## src/rtl/pfu_pkg.sv

```systemverilog
package pfu_pkg;
    typedef enum logic [1:0] {
        PF_FETCH = 2'd0,
        PF_AWAIT = 2'd1,
        PF_STALL = 2'd2
    } pf_state_e;
endpackage

```

## src/rtl/pfu_addr_gen.sv

```systemverilog
module pfu_addr_gen #(
    parameter int SEG_W = 16,
    parameter int OFF_W = 16,
    parameter int PA_W  = 20
) (
    input  logic [SEG_W-1:0] seg,
    input  logic [OFF_W-1:0] off,
    output logic [PA_W-1:0]  phys
);
    localparam int SHIFT = PA_W - SEG_W;
    localparam int OPAD  = PA_W - OFF_W;

    // Sum is formed at PA_W bits, so the carry out of the top bit is dropped.
    logic [PA_W-1:0] seg_base;
    logic [PA_W-1:0] off_ext;

    assign seg_base = {seg, {SHIFT{1'b0}}};
    assign off_ext  = {{OPAD{1'b0}}, off};
    assign phys     = seg_base + off_ext;
endmodule

```

## src/rtl/pfu_byte_queue.sv

```systemverilog
module pfu_byte_queue #(
    parameter int DEPTH  = 6,
    parameter int DATA_W = 8
) (
    input  logic              clk,
    input  logic              rst_n,
    input  logic              clear,
    input  logic              push,
    input  logic [DATA_W-1:0] push_data,
    input  logic              pop,
    output logic              empty,
    output logic              full,
    output logic [DATA_W-1:0] head
);
    localparam int PTR_W = (DEPTH > 1) ? $clog2(DEPTH) : 1;
    localparam int CNT_W = $clog2(DEPTH + 1);
    localparam logic [PTR_W-1:0] LAST = PTR_W'(DEPTH - 1);

    logic [DATA_W-1:0] slots [DEPTH];
    logic [PTR_W-1:0]  rd_ptr, wr_ptr;
    logic [CNT_W-1:0]  count_q;
    logic              do_push, do_pop;

    function automatic logic [PTR_W-1:0] ptr_next(input logic [PTR_W-1:0] p);
        return (p == LAST) ? '0 : p + PTR_W'(1);
    endfunction

    assign empty   = (count_q == '0);
    assign full    = (count_q == CNT_W'(DEPTH));
    assign do_push = push && !clear;
    assign do_pop  = pop && !empty && !clear;
    assign head    = slots[rd_ptr];

    always_ff @(posedge clk or negedge rst_n) begin
        if (!rst_n) begin
            rd_ptr  <= '0;
            wr_ptr  <= '0;
            count_q <= '0;
        end else if (clear) begin
            rd_ptr  <= '0;
            wr_ptr  <= '0;
            count_q <= '0;
        end else begin
            if (do_push) wr_ptr <= ptr_next(wr_ptr);
            if (do_pop)  rd_ptr <= ptr_next(rd_ptr);
            unique case ({do_push, do_pop})
                2'b10:   count_q <= count_q + CNT_W'(1);
                2'b01:   count_q <= count_q - CNT_W'(1);
                default: count_q <= count_q;
            endcase
        end
    end

    always_ff @(posedge clk) begin
        for (int i = 0; i < DEPTH; i++) begin
            if (do_push && (wr_ptr == PTR_W'(i))) slots[i] <= push_data;
        end
    end

    a_r5_no_overflow: assert property (@(posedge clk) disable iff (!rst_n)
        (push && !clear) |-> !full);

    a_r9_empty_pop_ignored: assert property (@(posedge clk) disable iff (!rst_n)
        (pop && empty && !push && !clear) |=> (empty && $stable(rd_ptr)));

    a_r4_pop_moves_head: assert property (@(posedge clk) disable iff (!rst_n)
        (pop && !empty && !clear) |=> (rd_ptr != $past(rd_ptr)));
endmodule

```

## src/rtl/pfu_fetch_ctrl.sv

```systemverilog
module pfu_fetch_ctrl
    import pfu_pkg::*;
#(
    parameter int          SEG_W    = 16,
    parameter logic [15:0] RESET_CS = 16'hFFFF,
    parameter logic [15:0] RESET_IP = 16'h0000
) (
    input  logic             clk,
    input  logic             rst_n,
    input  logic             flush,
    input  logic [SEG_W-1:0] flush_seg,
    input  logic [SEG_W-1:0] flush_off,
    input  logic             q_full,
    input  logic             mem_rvalid,
    output logic             mem_req,
    output logic             push,
    output logic             clear,
    output logic [SEG_W-1:0] cs,
    output logic [SEG_W-1:0] ip
);
    pf_state_e state_q, state_nx;

    // state register
    always_ff @(posedge clk or negedge rst_n) begin
        if (!rst_n) state_q <= PF_FETCH;
        else        state_q <= state_nx;
    end

    // next-state logic
    always_comb begin
        state_nx = state_q;
        unique case (state_q)
            PF_FETCH: begin
                if (flush)       state_nx = PF_FETCH;
                else if (q_full) state_nx = PF_STALL;
                else             state_nx = PF_AWAIT;
            end
            PF_AWAIT: begin
                if (flush || mem_rvalid) state_nx = PF_FETCH;
                else                     state_nx = PF_AWAIT;
            end
            PF_STALL: begin
                if (flush || !q_full) state_nx = PF_FETCH;
                else                  state_nx = PF_STALL;
            end
            default: state_nx = PF_FETCH;
        endcase
    end

    // outputs
    always_comb begin
        mem_req = 1'b0;
        push    = 1'b0;
        clear   = flush;
        unique case (state_q)
            PF_FETCH: mem_req = !q_full && !flush;
            PF_AWAIT: push    = mem_rvalid && !flush;
            PF_STALL: ;
            default:  ;
        endcase
    end

    // code segment and instruction pointer
    always_ff @(posedge clk or negedge rst_n) begin
        if (!rst_n) begin
            cs <= SEG_W'(RESET_CS);
            ip <= SEG_W'(RESET_IP);
        end else if (flush) begin
            cs <= flush_seg;
            ip <= flush_off;
        end else if (push) begin
            ip <= ip + SEG_W'(1);
        end
    end

    a_r3_ip_step: assert property (@(posedge clk) disable iff (!rst_n)
        (push && !flush) |=> ((ip == $past(ip) + SEG_W'(1)) && $stable(cs)));

    a_r7_single_outstanding: assert property (@(posedge clk) disable iff (!rst_n)
        mem_req |=> !mem_req);

    a_r6_no_req_when_full: assert property (@(posedge clk) disable iff (!rst_n)
        q_full |-> !mem_req);

    a_r8_flush_loads: assert property (@(posedge clk) disable iff (!rst_n)
        flush |=> ((cs == $past(flush_seg)) && (ip == $past(flush_off))));
endmodule

```

## src/rtl/pfu_top.sv

```systemverilog
module pfu_top #(
    parameter int          DEPTH    = 6,
    parameter int          DATA_W   = 8,
    parameter int          SEG_W    = 16,
    parameter int          PA_W     = 20,
    parameter logic [15:0] RESET_CS = 16'hFFFF,
    parameter logic [15:0] RESET_IP = 16'h0000
) (
    input  logic              clk,
    input  logic              rst_n,
    input  logic              flush,
    input  logic [SEG_W-1:0]  flush_seg,
    input  logic [SEG_W-1:0]  flush_off,
    output logic              mem_req,
    output logic [PA_W-1:0]   mem_addr,
    input  logic              mem_rvalid,
    input  logic [DATA_W-1:0] mem_rdata,
    input  logic              pop,
    output logic              q_empty,
    output logic [DATA_W-1:0] q_byte,
    input  logic [SEG_W-1:0]  data_seg,
    input  logic [SEG_W-1:0]  data_off,
    output logic [PA_W-1:0]   data_phys
);
    logic             q_full, q_push, q_clear;
    logic [SEG_W-1:0] cs, ip;

    pfu_fetch_ctrl #(
        .SEG_W    (SEG_W),
        .RESET_CS (RESET_CS),
        .RESET_IP (RESET_IP)
    ) u_ctrl (
        .clk        (clk),
        .rst_n      (rst_n),
        .flush      (flush),
        .flush_seg  (flush_seg),
        .flush_off  (flush_off),
        .q_full     (q_full),
        .mem_rvalid (mem_rvalid),
        .mem_req    (mem_req),
        .push       (q_push),
        .clear      (q_clear),
        .cs         (cs),
        .ip         (ip)
    );

    pfu_byte_queue #(
        .DEPTH  (DEPTH),
        .DATA_W (DATA_W)
    ) u_queue (
        .clk       (clk),
        .rst_n     (rst_n),
        .clear     (q_clear),
        .push      (q_push),
        .push_data (mem_rdata),
        .pop       (pop),
        .empty     (q_empty),
        .full      (q_full),
        .head      (q_byte)
    );

    pfu_addr_gen #(.SEG_W(SEG_W), .OFF_W(SEG_W), .PA_W(PA_W)) u_fetch_ag (
        .seg  (cs),
        .off  (ip),
        .phys (mem_addr)
    );

    pfu_addr_gen #(.SEG_W(SEG_W), .OFF_W(SEG_W), .PA_W(PA_W)) u_data_ag (
        .seg  (data_seg),
        .off  (data_off),
        .phys (data_phys)
    );

    a_r8_flush_empties: assert property (@(posedge clk) disable iff (!rst_n)
        flush |=> q_empty);

    a_r3_addr_held_while_waiting: assert property (@(posedge clk) disable iff (!rst_n)
        (mem_req && !flush) |=> $stable(mem_addr));
endmodule

```

## config.mk

```make
export PLATFORM = sky130hd
export DESIGN_NAME = pfu_top
export DESIGN_NICKNAME = d
export VERILOG_FILES = /design/src/rtl/pfu_pkg.sv /design/src/rtl/pfu_addr_gen.sv /design/src/rtl/pfu_byte_queue.sv /design/src/rtl/pfu_fetch_ctrl.sv /design/src/rtl/pfu_top.sv
export SDC_FILE = /design/constraint.sdc
export NUM_CORES = 1
export LEC_CHECK = 0
export CAP_MARGIN = 15
export CORE_MARGIN = 4
export CORE_UTILIZATION = 50
export CTS_BUF_LIST = sky130_fd_sc_hd__clkbuf_4 sky130_fd_sc_hd__clkbuf_8 sky130_fd_sc_hd__clkbuf_16
export DETAILED_ROUTE_END_ITERATION = 6
export GPL_TIMING_DRIVEN = 0
export PLACE_DENSITY = 0.88
export SLEW_MARGIN = 15
export SYNTH_ARGS = -nofsm -noshare
export SYNTH_HDL_FRONTEND = slang
export SYNTH_SLANG_ARGS = --single-unit
export TNS_END_PERCENT = 100
```

## constraint.sdc

```tcl
create_clock -name clk -period 3.4 [get_ports clk]
set_input_delay 0.85 -clock clk [delete_from_list [all_inputs] [get_ports clk]]
set_output_delay 0.85 -clock clk [all_outputs]
set_load 0.005 [all_outputs]
```

==> impl_results.md <==
* Outcome: complete, but fails checks
* Failing checks: negative setup slack
* Post-synth EDFFs at 48
* Reg2reg path depth at 7
* CORE AREA at 9955 µm²
* CTS Sinks at 91
* Startpoint Class: input pin
* RR Startpoint: u_queue.count_q[2]
* Final critical-path required period at 3.534 ns
* DRT iter0 DRCs at 361
* Max Cap Viol at 0
* Die Width at 110.1 µm
* Asr flop ratio synth at 0.4725
* Max-slew violation count at 0
* Commonest non-fill, non-tap cell in the layout: clkdlybuf4s50_1
* Pre-CTS setup slack at -0.9077 ns
* Fmax at 283.0 MHz
* Seq. cell area at 2539 µm²
* Final nets at 736
* Worst-path maximum fanout at 5
* Die ar. at 12110 µm²
* IO Count at 127
* DRT antenna net count at 0
* Global-route wire length before repair at 22650 µm
* WP data required at 2.55 ns
* H-tree depth at 3
* Worst Tran Pin Value at 0.8109 ns
* PD cells at 422.8 nW/µm²
* CP Class: input pin to output port
* Slowest-stage cell, CP: clkdlybuf4s50_1
* Ordered list of cells on the worst path: clkdlybuf4s50_1 -> ha_4 -> nand2_1 -> nor2_2 -> nand3_2 -> o32ai_2 -> xor2_1 -> buf_2
* # setup viols final at 3
* Worst hold path class: flip-flop to flip-flop
* Initial core utilization at 0.5233
* Seq/Total Area, Yosys at 0.4871
* Crit path DAT at 2.68 ns
* Overall power at 3118 µW
* Crit-path max cell delay at 0.45 ns
* Syn nets at 576
* Period utilization at 1.039
* Root Buffer: clkbuf_8
* Footprint of the multi-input gates at 2913 µm²
* Hold path depth at 1
* Top FF cell, synth: edfxtp_1
* Synth cell types at 60
* DR vias at 4503
* Clk_skew at 0.01094 ns
* Final Wtd Congestion at 0.8794
* Layout cells sized above 1 at 0.2850
* DP Wirelength at 10160 µm
* Unrepaired setup endpoints after global routing: yes
* Post-CTS Hold Fix Bufs at 0
* Worst hold slack at 0.5345 ns
* Rows at 36
* Gr usage total at 0.2436
* Hold path start: u_ctrl.state_q[0]
* Die Ht at 110.1 µm
* Post-Route WL at 14540 µm
* Setup slack after layout at -0.1338 ns
* Synth Warn # at 0
* Clock buffer depth at 2
* CP endpoint kind: output port
* Synthesized cell area at 5209 µm²
* Largest net degree at the start of global routing at 35
* # port buffers at 122
* Clk slew on worst S/H paths at 0.09 ns
* Synthesized area per cell at 11.08 µm²
* Leakage power at 0.002835 µW
* WL per Instance at 18.91 µm
* Peak supply drop at 0.3150 mV
* Setup slack, reg-to-reg at 1.13 ns
* Dpl cell area at 6658 µm²
* CTS tree: yes
* Fin. Hold Viols at 0
* Vias in the first global route at 4672
* CTS buffer count at 9
* Worst reg2reg endpoint: u_queue.count_q[2]
* Antenna violations before repair at 1
* Grt total ovfl at 0
* Max transition margin at 0.4565
* Clk_lat worst skew at 0.37 ns
* Via/cell ratio at 5.856
* Final instance area at 7373 µm²
* DRT Pass-1 Iters at 5
* Most frequent cells in the layout: clkdlybuf4s50_1, edfxtp_1, nand2_1, buf_4, o21ai_0
* Hold endpoint: u_ctrl.state_q[1]
* DRC at 0
* Layout overhead on the synthesized area at 41.56%
* Filler cells at 644
* Post-Syn Instances at 470
* Synthesis-stage register bit count at 91
-- through the flow --
step	cells	util	TNS (ns)
finish	769	0.7407	-0.2546
global route	769	0.7407	-0.6254
CTS	763	0.7265	0
detailed placement	729	0.6688	-8.048
global placement	725	0.6626	-19.94
floorplan	470	-	0
-- what timing repair did --
action,4_1_cts,5_1_grt
pin swaps,36,34
setup buffers,19,5
setup endpoints to repair,27,21
resized for setup,115,46
-- critical path, delay by kind of cell --
family                     cells  cell delay (ns)
AOI/OAI and AO/OA              1             0.29
adders and majority gates      1             0.32
buffers and inverters          2             0.60
and+or+nand+nor                3             0.39
xor gates and xnor gates       1             0.22
-- state kept, by name (all words and copies together), names as in the netlist --
name / flops
u_ctrl.cs: 16
u_ctrl.ip: 16
u_ctrl.state_q: 2
u_queue.count_q: 3
u_queue.rd_ptr: 3
u_queue.slots: 48
u_queue.wr_ptr: 3
-- layer usage --
| metal | wire, µm | global-route usage | vias up |
|---|---|---|---|
| li1 | - | - | 2047 |
| met1 | 5473 | 0.2793 | 2179 |
| met2 | 7367 | 0.4385 | 237 |
| met3 | 1229 | 0.05824 | 40 |
| met4 | 467 | 0.09172 | 0 |
| met5 | 0 | 0 | - |
-- layout make-up --
type / count / share of cell area
Antenna cell: 1 / 0.0003394
Buffer: 24 / 0.01884
Timing Repair Buffer: 150 / 0.1873
Clock inverter: 6 / 0.006618
Inverter: 14 / 0.007127
Sequential cell: 91 / 0.3443
Multi-Input combinational cell: 340 / 0.3950
Tap cell: 133 / 0.02257
Clock buffer: 10 / 0.01782
-- Yosys cell counts, types with 4 or more instances --
cell type,count,share of area
ha_1,26,0.062
dfstp_2,16,0.081
nand4_1,5,0.0060
and2_1,5,0.0060
a21o_1,5,0.0072
dfrtp_1,27,0.13
buf_4,8,0.012
xor2_1,20,0.034
o211ai_1,6,0.0086
a21oi_1,36,0.035
buf_2,6,0.0058
o21ai_0,35,0.034
clkbuf_1,7,0.0050
nor3_1,12,0.012
nor2_1,25,0.018
inv_1,14,0.010
mux2i_1,9,0.017
mux2_2,14,0.030
nand2_1,46,0.033
a31oi_1,4,0.0048
edfxtp_1,48,0.28
mux4_2,8,0.035
nand3_1,13,0.012
xnor2_1,20,0.034
-- kinds of logic (layout without fill, tap and decap cells) --
logic type | after synthesis | in the layout | share of synthesized area
buf+inv | 39 | 204 | 0.03675
simple gates | 134 | 134 | 0.1290
fa+ha+maj | 29 | 29 | 0.07399
compound gates | 106 | 106 | 0.1237
flops | 91 | 91 | 0.4871
mux | 31 | 31 | 0.08215
other cells | 0 | 1 | 0
xor+xnor | 40 | 40 | 0.06726
-- worst max-delay path by stage --
stage,startpoint,end
2_1_floorplan,data_seg[0],data_phys[18]
3_3_place_gp,data_seg[0],data_phys[18]
3_5_place_dp,data_seg[0],data_phys[18]
4_1_cts,u_ctrl.cs[0],mem_addr[14]
5_1_grt,data_seg[4],data_phys[15]
6_report,data_seg[11],data_phys[19]
-- power by group --
part,internal [µW],switching [µW],leakage [µW]
clock,282,397,0.0000946
sequential,1230,64.5,0.000942
combinational,626,515,0.00180
Note: power is estimated with default switching activity, not from simulation.
